[src/rtl/bus_guard_pkg.sv]
// Shared types for the bus access violation monitor.
package bus_guard_pkg;

    // Region type held in each map entry
    typedef enum logic [1:0] {
        RK_CODE     = 2'd0,
        RK_DATA     = 2'd1,
        RK_RDONLY   = 2'd2,
        RK_UNMAPPED = 2'd3
    } region_kind_e;

    // Violation class; the numeric values are visible at the top-level port
    typedef enum logic [2:0] {
        EC_NONE        = 3'd0,
        EC_FETCH_DATA  = 3'd1,
        EC_READ_CODE   = 3'd2,
        EC_NO_MEMORY   = 3'd3,
        EC_RDONLY_WR   = 3'd4,
        EC_BAD_OPCODE  = 3'd5,
        EC_OUT_OF_WIN  = 3'd6
    } err_class_e;

endpackage

[src/rtl/bus_guard_map.sv]
// Programmable memory map: region bound/type registers and the permitted window.
// Performs the address lookup combinationally against the registered map.
// Assumes: bounds are inclusive; the lowest-numbered matching region wins.
module bus_guard_map
    import bus_guard_pkg::*;
#(
    parameter int ADDR_W      = 16,
    parameter int NUM_REGIONS = 4,
    parameter int REGION_SPAN = 4096,
    parameter int PERMIT_LO   = 0,
    parameter int PERMIT_HI   = 32767,
    parameter int IDX_W       = 3
) (
    input  logic              clk,
    input  logic              rst_n,
    input  logic              cfg_we,
    input  logic [IDX_W-1:0]  cfg_idx,
    input  logic [ADDR_W-1:0] cfg_base,
    input  logic [ADDR_W-1:0] cfg_limit,
    input  logic [1:0]        cfg_kind,
    input  logic [ADDR_W-1:0] look_addr,
    output logic              hit_any,
    output region_kind_e      hit_kind,
    output logic              in_window
);

    logic [NUM_REGIONS-1:0]      hit_v;
    logic [NUM_REGIONS-1:0][1:0] kind_v;
    logic [ADDR_W-1:0]           win_lo_q;
    logic [ADDR_W-1:0]           win_hi_q;

    for (genvar g = 0; g < NUM_REGIONS; g++) begin : g_region
        localparam logic [ADDR_W-1:0] RST_BASE  = ADDR_W'(g * REGION_SPAN);
        localparam logic [ADDR_W-1:0] RST_LIMIT = ADDR_W'((g + 1) * REGION_SPAN - 1);
        localparam logic [1:0]        RST_KIND  = 2'(g % 4);

        logic [ADDR_W-1:0] base_q;
        logic [ADDR_W-1:0] limit_q;
        logic [1:0]        kind_q;

        // Load this region's entry at reset or from the config port
        always_ff @(posedge clk) begin
            if (!rst_n) begin
                base_q  <= RST_BASE;
                limit_q <= RST_LIMIT;
                kind_q  <= RST_KIND;
            end else if (cfg_we && cfg_idx == IDX_W'(g)) begin
                base_q  <= cfg_base;
                limit_q <= cfg_limit;
                kind_q  <= cfg_kind;
            end
        end

        assign hit_v[g]  = (look_addr >= base_q) && (look_addr <= limit_q);
        assign kind_v[g] = kind_q;

        // a config write to this index is visible on the next cycle
        p_cfg_load_r11: assert property (@(posedge clk) disable iff (!rst_n)
            (cfg_we && cfg_idx == IDX_W'(g)) |=>
                (base_q == $past(cfg_base) && limit_q == $past(cfg_limit)
                 && kind_q == $past(cfg_kind)));
    end

    // Load the permitted window at reset or from the config port
    always_ff @(posedge clk) begin
        if (!rst_n) begin
            win_lo_q <= ADDR_W'(PERMIT_LO);
            win_hi_q <= ADDR_W'(PERMIT_HI);
        end else if (cfg_we && cfg_idx == IDX_W'(NUM_REGIONS)) begin
            win_lo_q <= cfg_base;
            win_hi_q <= cfg_limit;
        end
    end

    // Pick the type of the lowest-numbered matching region
    always_comb begin
        hit_any  = |hit_v;
        hit_kind = RK_UNMAPPED;
        for (int i = NUM_REGIONS - 1; i >= 0; i--) begin
            if (hit_v[i]) hit_kind = region_kind_e'(kind_v[i]);
        end
    end

    assign in_window = (look_addr >= win_lo_q) && (look_addr <= win_hi_q);

endmodule

[src/rtl/bus_guard_classify.sv]
// Sorts one bus cycle into a single violation class from its kind and the map lookup.
// Assumes: purely combinational; the ranking is window, then existence, then
// type-based checks, then the illegal-opcode indication.
module bus_guard_classify
    import bus_guard_pkg::*;
(
    input  logic         valid,
    input  logic         write,
    input  logic         fetch,
    input  logic         illop,
    input  logic         in_window,
    input  logic         hit_any,
    input  region_kind_e hit_kind,
    output err_class_e   cls
);

    // Apply the ranked checks in order
    always_comb begin
        cls = EC_NONE;
        if (valid) begin
            if (!in_window) begin
                cls = EC_OUT_OF_WIN;
            end else if (!hit_any || hit_kind == RK_UNMAPPED) begin
                cls = EC_NO_MEMORY;
            end else if (fetch) begin
                if (hit_kind == RK_DATA)  cls = EC_FETCH_DATA;
                else if (illop)           cls = EC_BAD_OPCODE;
            end else if (write) begin
                if (hit_kind == RK_RDONLY) cls = EC_RDONLY_WR;
            end else if (hit_kind == RK_CODE) begin
                cls = EC_READ_CODE;
            end
        end
    end

endmodule

[src/rtl/bus_guard_capture.sv]
// Sticky capture of the first violation: flag, class and address.
// Assumes: clear outranks a violation arriving at the same edge.
module bus_guard_capture
    import bus_guard_pkg::*;
#(
    parameter int ADDR_W = 16
) (
    input  logic              clk,
    input  logic              rst_n,
    input  logic              clear,
    input  logic [ADDR_W-1:0] addr_in,
    input  err_class_e        cls_in,
    output logic              flag_q,
    output err_class_e        cls_q,
    output logic [ADDR_W-1:0] addr_q
);

    // Hold the first violation until cleared
    always_ff @(posedge clk) begin
        if (!rst_n || clear) begin
            flag_q <= 1'b0;
            cls_q  <= EC_NONE;
            addr_q <= '0;
        end else if (!flag_q && cls_in != EC_NONE) begin
            flag_q <= 1'b1;
            cls_q  <= cls_in;
            addr_q <= addr_in;
        end
    end

    // a fresh violation is captured on the next edge
    p_first_capture_r8: assert property (@(posedge clk) disable iff (!rst_n)
        (!flag_q && !clear && cls_in != EC_NONE) |=>
            (flag_q && cls_q == $past(cls_in) && addr_q == $past(addr_in)));

    // a set flag freezes the record while no clear is given
    p_sticky_r9: assert property (@(posedge clk) disable iff (!rst_n)
        (flag_q && !clear) |=> (flag_q && $stable(cls_q) && $stable(addr_q)));

    // clear empties the record on the next edge
    p_clear_r10: assert property (@(posedge clk) disable iff (!rst_n)
        clear |=> (!flag_q && cls_q == EC_NONE));

endmodule

[src/rtl/bus_guard.sv]
// Bus access violation monitor top: map lookup, classification and sticky capture.
// Assumes: passive observer; bus inputs are synchronous to clk.
module bus_guard
    import bus_guard_pkg::*;
#(
    parameter  int ADDR_W      = 16,
    parameter  int NUM_REGIONS = 4,
    parameter  int REGION_SPAN = 4096,
    parameter  int PERMIT_LO   = 0,
    parameter  int PERMIT_HI   = 32767,
    localparam int IDX_W       = $clog2(NUM_REGIONS + 1)
) (
    input  logic              clk,
    input  logic              rst_n,
    input  logic              bus_valid,
    input  logic              bus_write,
    input  logic              bus_fetch,
    input  logic              bus_illop,
    input  logic [ADDR_W-1:0] bus_addr,
    input  logic              cfg_we,
    input  logic [IDX_W-1:0]  cfg_idx,
    input  logic [ADDR_W-1:0] cfg_base,
    input  logic [ADDR_W-1:0] cfg_limit,
    input  logic [1:0]        cfg_kind,
    input  logic              err_clear,
    output logic              err_flag,
    output logic [2:0]        err_code,
    output logic [ADDR_W-1:0] err_addr
);

    logic         hit_any;
    region_kind_e hit_kind;
    logic         in_window;
    err_class_e   cycle_cls;
    err_class_e   held_cls;

    bus_guard_map #(
        .ADDR_W(ADDR_W), .NUM_REGIONS(NUM_REGIONS), .REGION_SPAN(REGION_SPAN),
        .PERMIT_LO(PERMIT_LO), .PERMIT_HI(PERMIT_HI), .IDX_W(IDX_W)
    ) u_map (
        .clk(clk), .rst_n(rst_n),
        .cfg_we(cfg_we), .cfg_idx(cfg_idx), .cfg_base(cfg_base),
        .cfg_limit(cfg_limit), .cfg_kind(cfg_kind),
        .look_addr(bus_addr),
        .hit_any(hit_any), .hit_kind(hit_kind), .in_window(in_window)
    );

    bus_guard_classify u_cls (
        .valid(bus_valid), .write(bus_write), .fetch(bus_fetch), .illop(bus_illop),
        .in_window(in_window), .hit_any(hit_any), .hit_kind(hit_kind),
        .cls(cycle_cls)
    );

    bus_guard_capture #(.ADDR_W(ADDR_W)) u_cap (
        .clk(clk), .rst_n(rst_n), .clear(err_clear),
        .addr_in(bus_addr), .cls_in(cycle_cls),
        .flag_q(err_flag), .cls_q(held_cls), .addr_q(err_addr)
    );

    assign err_code = held_cls;

    // with no bus cycle and no pending record, the flag stays low
    p_idle_quiet_r8: assert property (@(posedge clk) disable iff (!rst_n)
        (!bus_valid && !err_flag) |=> !err_flag);

    // the flag and the class agree at every edge after reset
    p_flag_matches_code_r1: assert property (@(posedge clk) disable iff (!rst_n)
        err_flag == (err_code != 3'd0));

endmodule

[config.mk]
export PLATFORM = sky130hd
export DESIGN_NAME = bus_guard
export DESIGN_NICKNAME = d
export VERILOG_FILES = /design/src/rtl/bus_guard_pkg.sv /design/src/rtl/bus_guard_map.sv /design/src/rtl/bus_guard_classify.sv /design/src/rtl/bus_guard_capture.sv /design/src/rtl/bus_guard.sv
export SDC_FILE = /design/constraint.sdc
export NUM_CORES = 1
export LEC_CHECK = 0
export BUFFER_PORTS_ARGS = -buffer_cell sky130_fd_sc_hd__clkbuf_2
export CORE_ASPECT_RATIO = 1.75
export CORE_MARGIN = 3
export CORE_UTILIZATION = 55
export DETAILED_ROUTE_END_ITERATION = 7
export HOLD_SLACK_MARGIN = 0.02
export PLACE_DENSITY = 0.73
export SLEW_MARGIN = 0
export SYNTH_ARGS = -nofsm -noshare
export SYNTH_HDL_FRONTEND = slang
export SYNTH_SLANG_ARGS = --single-unit
[constraint.sdc]
create_clock -name clk -period 2.7 [get_ports clk]
set_input_delay 0.27 -clock clk [delete_from_list [all_inputs] [get_ports clk]]
set_output_delay 0.27 -clock clk [all_outputs]
set_load 0.02 [all_outputs]
# Yosys cells after proc, flatten, opt, wreduce, memory -nomap -nowiden
# Cells that the tools add are included.
# totals
reg_bits	188
inputBits	61
out_inout_bits	20
wordCells	67
# op_classes
order_cmp	10
eq_ne	7
n_mux	13
n_reduce_logical	20
# ops
op	n
16-bit greater-or-equal comparator	5
16-bit less-or-equal comparator	5
3-bit two-way mux	8
1-bit logical AND	11
2-bit two-way mux	5
3-bit by 2-bit equality test with 1-bit output (second input constant)	2
2-bit equality test (second input constant)	2
4-bit OR reduction	1
3-bit by 1-bit equality test with 1-bit output (second input constant)	1
3-bit equality test (second input constant)	1
1-bit logical NOT	3
3-bit logical NOT	1
3-bit nonzero test	1
2-bit by 1-bit equality test with 1-bit output (second input constant)	1
2-bit logical NOT	1
1-bit logical OR	2

# Longest topological paths before layout
# logic_depth
ltp_word	15
ltp_mapped	14
ltp_nobuf	12

# By module
# Synthesis repeated with hierarchy kept, for this count alone.
# unflattened
cells_unflattened	1332
hier_area_um2	10844.2
# by_module_without_submodules
mod	instances	cells_per_inst	area_per_inst_um2	seq_area_each_um2
bus_guard_map	1	1225	9924.5	3363.2
bus_guard_capture	1	94	832.0	400.4
bus_guard_classify	1	13	87.6	0.0

# Worst setup path after synthesis
# No wires, ideal clock.
# synth_timing
path_type	register to register
start	reg u_map.g_region[2].limit_q[14]
end	reg u_cap.addr_q[10]
setup_time_ns	0.072
t_arrival_ns	2.764
t_required_ns	2.628
slack_ns	-0.136
stages_incl_launch_ff	15
n_path_buf	2
synth_period_minus_slack_ns	2.836
cell_sequence	dfxtp_1 inv_1 ha_1 nand4_2 nor4_2 nor3_1 o31a_2 or3_4 a211oi_4 o31ai_4 xor2_1 a21oi_2 buf_6 buf_12 mux2i_1
# synth_via
elab_chain_len	14
word_cells_on_any_way	22
cone_classes	order compare: 1; eq/ne: 3; mux: 11; reduce/logical: 7
# synth_lines
element	line	rtl
from (decl)	bus_guard_map.sv:38	logic [ADDR_W-1:0] limit_q;
from (signal assigned)	bus_guard_map.sv:49	limit_q <= cfg_limit;
16-bit less-or-equal comparator *	bus_guard_map.sv:54	assign hit_v[g] = (look_addr >= base_q) && (look_addr <= limit_q);
1-bit logical AND *	bus_guard_map.sv:54	
2-bit two-way mux (3 in series)	bus_guard_map.sv:80	if (hit_v[i]) hit_kind = region_kind_e'(kind_v[i]);
2-bit equality test / 2-bit logical NOT (equally long branches)	bus_guard_classify.sv:29, bus_guard_classify.sv:30	
3-bit two-way mux / 2-bit two-way mux (equally long branches)	bus_guard_classify.sv:29, bus_guard_classify.sv:30	
3-bit two-way mux	bus_guard_classify.sv:28	end else if (write) begin
3-bit two-way mux	bus_guard_classify.sv:25	end else if (fetch) begin
3-bit two-way mux *	bus_guard_classify.sv:23	end else if (!hit_any || hit_kind == RK_UNMAPPED) begin
3-bit two-way mux *	bus_guard_classify.sv:21	if (!in_window) begin
3-bit two-way mux *	bus_guard_classify.sv:20	if (valid) begin
3-bit nonzero test *	bus_guard_capture.sv:24	end else if (!flag_q && cls_in != EC_NONE) begin
1-bit logical AND *	bus_guard_capture.sv:24	
to (signal assigned)	bus_guard_capture.sv:27	addr_q <= addr_in;
to (decl)	bus_guard_capture.sv:15	output logic [ADDR_W-1:0] addr_q
# Mark *: on every way between the ends. The rest lies on a longest branch, timed or not.
# A chain may end at the register's enable or synchronous reset.

# Final worst setup path
# layout_timing
start	reg u_map.g_region[2].limit_q[5]
end	reg u_cap.addr_q[6]
# Same word-level chain as after synthesis.

==> metrics <==
status=finished, violations left; failing checks=negative setup slack; Synth Area in Adders=between 10% and 20%; vias in the first global route=a little over 10000; Total GRT Usage=31.9%; Max clock buf depth=2; clock latency on the worst-skew pair=0.45 ns; clk_skew=0.00974 ns; most frequent cells in the layout=320 x nand2_1, 172 x dfxtp_1, 138 x inv_1; RSZ-0062 raised after global routing=true; first-pass GRT wire length=53.3 mm; startpoint type of the worst setup path=flop; drt drc=0; Post-synth EDFFs=0; P_leak=5.90 nW; Rows=67; Setup CP Type=reg -> reg; mapped cell area=10900 µm²; top_reg_cell synth=dfxtp_1; Net Sw Power=1.83 mW; Num CTS Buffers=17; main combinational cell family by area after synthesis=compound AO/OA/AOI/OAI gates; Post-DP HPWL=24.4 mm; Synth Net Count=1541; Cell Pwr Density=515 nW/µm²; Die X=112 µm; Least-Margin Pin Slew=0.698 ns; wire per inst=20.2 µm; Critical Path End Type=flop; clock network power share=about two fifths; GPL Wtd Cong=0.911; Slew headroom=53.5%; # hold bufs at CTS=0; worst setup margin=-0.531 ns; layout cell share with drive strength beyond 1=around 23%; complex-gate fraction of the synthesized area=20.3%; P_int=between 5 and 6 mW; max_cap viols=0; switching share of power=26.2%; largest net degree at the start of global routing=169; commonest non-fill, non-tap cell in the layout=nand2_1; chip height=192 µm; setup violators final=20; DR vias/cell=5.93; Reg power frac=about 41%; post-synthesis simple-gate area fraction=17.7%; Initial DRC Count=727; I/O pins=81; fin crit share=120%; wirelength, routed=35.1 mm; Final #Nets=1705; core footprint=between 15000 and 20000 µm²; Synth Instances=approximately 1300; Comb power frac=~17%; total number of vias=about 10000; Pre-antenna DRT Iters=7; CP Data Arrival Time=3.60 ns; Area Growth Syn to Fin=24.7%; Seq cells post-synth=188; DRT antenna net count=0; initial core utilization=56.5%; Root Driver=clkbuf_16; Fmax=309 MHz; clock sinks=~190; initial antenna violation count=1; mux share of post-synthesis cell area=1.47%; Syn. warnings=0; Die ar.=roughly 22000 µm²; critical path fanouts, max=5; CP Data Required Time=3.07 ns; IO Port Bufs=80; Final min period=3.23 ns; Synth cell types=66; Slew Limit Fails=0; final hold violation count=0; post-synthesis sequential area ratio=approximately 35%; minimum hold slack=approximately 0.12 ns; syn_area_per_cell=between 8 and 9 µm²; H-Tree Depth=4; Placement Setup Slack=-0.799 ns; Reg clk slew, reported paths=about 0.07 ns; Max VDD drop=0.492 mV; fraction of registers with async set/reset=0%; xor and xnor area share after synthesis=0.0804%; hold crit path type=in -> reg; total grt overflow=0; CTS tree=done
==> critical path, cell delays in order, from the launching register on <==
cell and delay, ns:
dfxtp_1 0.35, inv_1 0.09, ha_4 0.23, nand4_1 0.18
buf_4 0.14, a21oi_1 0.04, o31a_2 0.38, or3_4 0.36
a211oi_4 0.33, o22a_2 0.27, o41ai_4 0.08, a21oi_2 0.21
buf_4 0.19, clkbuf_16 0.16, mux2i_1 0.17
==> final timing paths <==
kind / endpoint / slack, ns / startpoint / cells past startpoint
min: u_map.g_region[0].base_q[7] / 0.12 / cfg_base[7] / 3
max reg2reg: u_cap.addr_q[6] / -0.53 / u_map.g_region[2].limit_q[5] / 14
min reg2reg: u_cap.addr_q[15] / 0.46 / u_cap.addr_q[15] / 2
max: u_cap.addr_q[6] / -0.53 / u_map.g_region[2].limit_q[5] / 14
==> stage by stage <==
| stage | util, % | instance area, µm² | total power [mW] | cells | TNS, ns |
|---|---|---|---|---|---|
| 2_1_floorplan | - | 10900 | 3.52 | 1320 | -1.28 |
| 3_3_place_gp | 63.4 | 12200 | 3.96 | 1686 | -12.23 |
| 3_5_place_dp | 63.4 | 12200 | 3.99 | 1686 | -15.24 |
| 4_1_cts | 68.2 | 13100 | 6.88 | 1725 | -6.10 |
| 5_1_grt | 70.5 | 13600 | 7.21 | 1739 | -11.35 |
| 6_report | 70.5 | 13600 | 6.99 | 1739 | -9.50 |
==> cell usage after synthesis (10+ instances only) <==
cell / n / area, µm²
nor2_1: 15 / 56.3
a211oi_1: 10 / 75.1
mux2i_1: 16 / 160
nor2b_1: 10 / 62.6
nand4_1: 27 / 169
o21ai_0: 12 / 60.1
nand3_1: 28 / 140
a21o_1: 18 / 135
a21oi_1: 44 / 220
ha_1: 160 / 2000
inv_1: 155 / 582
o211ai_1: 75 / 563
a21boi_0: 96 / 721
nand2_1: 320 / 1200
dfxtp_1: 188 / 3760
clkbuf_1: 54 / 203
==> cells by family (layout without fill, tap and decap cells) <==
logic type	count (synthesis)	in the layout
XOR/XNOR	1	1
AO/OA/AOI/OAI	302	302
flip-flops	188	188
AND/OR/NAND/NOR	439	439
other	0	1
multiplexers	16	16
adder cells (fa/ha/maj)	160	160
buffers and inverters	214	391
==> area by class of cell <==
cell class              count  area [µm²]
flip-flops and latches    188        3780
repair buffers            204        1420
multi-input cells         918        6820
well taps                 241         302
fillers                  1527        5700
inverters                 155         588
clock buffers              20         457
clock inverters            12         216
diodes                      1        2.50
==> state kept, by name, indices dropped and copies added (netlist names) <==
register / count
u_map.g_region.limit_q: 64
u_map.g_region.base_q: 64
u_map.g_region.kind_q: 8
u_cap.cls_q: 3
u_map.win_hi_q: 16
u_cap.flag_q: 1
u_cap.addr_q: 16
u_map.win_lo_q: 16
==> power groups by stage <==
stage	clock network, mW	registers, mW	logic, mW
after floorplan	0	2.96	0.561
after global placement	0	2.95	1.01
after detailed placement	0	2.95	1.04
after CTS	2.90	2.89	1.09
after global routing	3.00	2.90	1.32
final	2.89	2.89	1.21
==> timing repair <==
item / CTS / global route
resized for setup: 35 / 57
endpoints found under the setup margin: 20 / 20
gates cloned: 0 / 3
setup buffers: 7 / 11
pin swaps: 6 / 28
==> metal layers <==
metal | up-vias | wire length, µm | global-route usage [%]
met2 | 433 | 18200 | 58.6
met5 | - | 0 | 0
li1 | 4859 | - | -
met1 | 4887 | 12700 | 33.2
met3 | 127 | 1920 | 5.17
met4 | 0 | 2300 | 20.3
(Power assumes the default switching activity.)
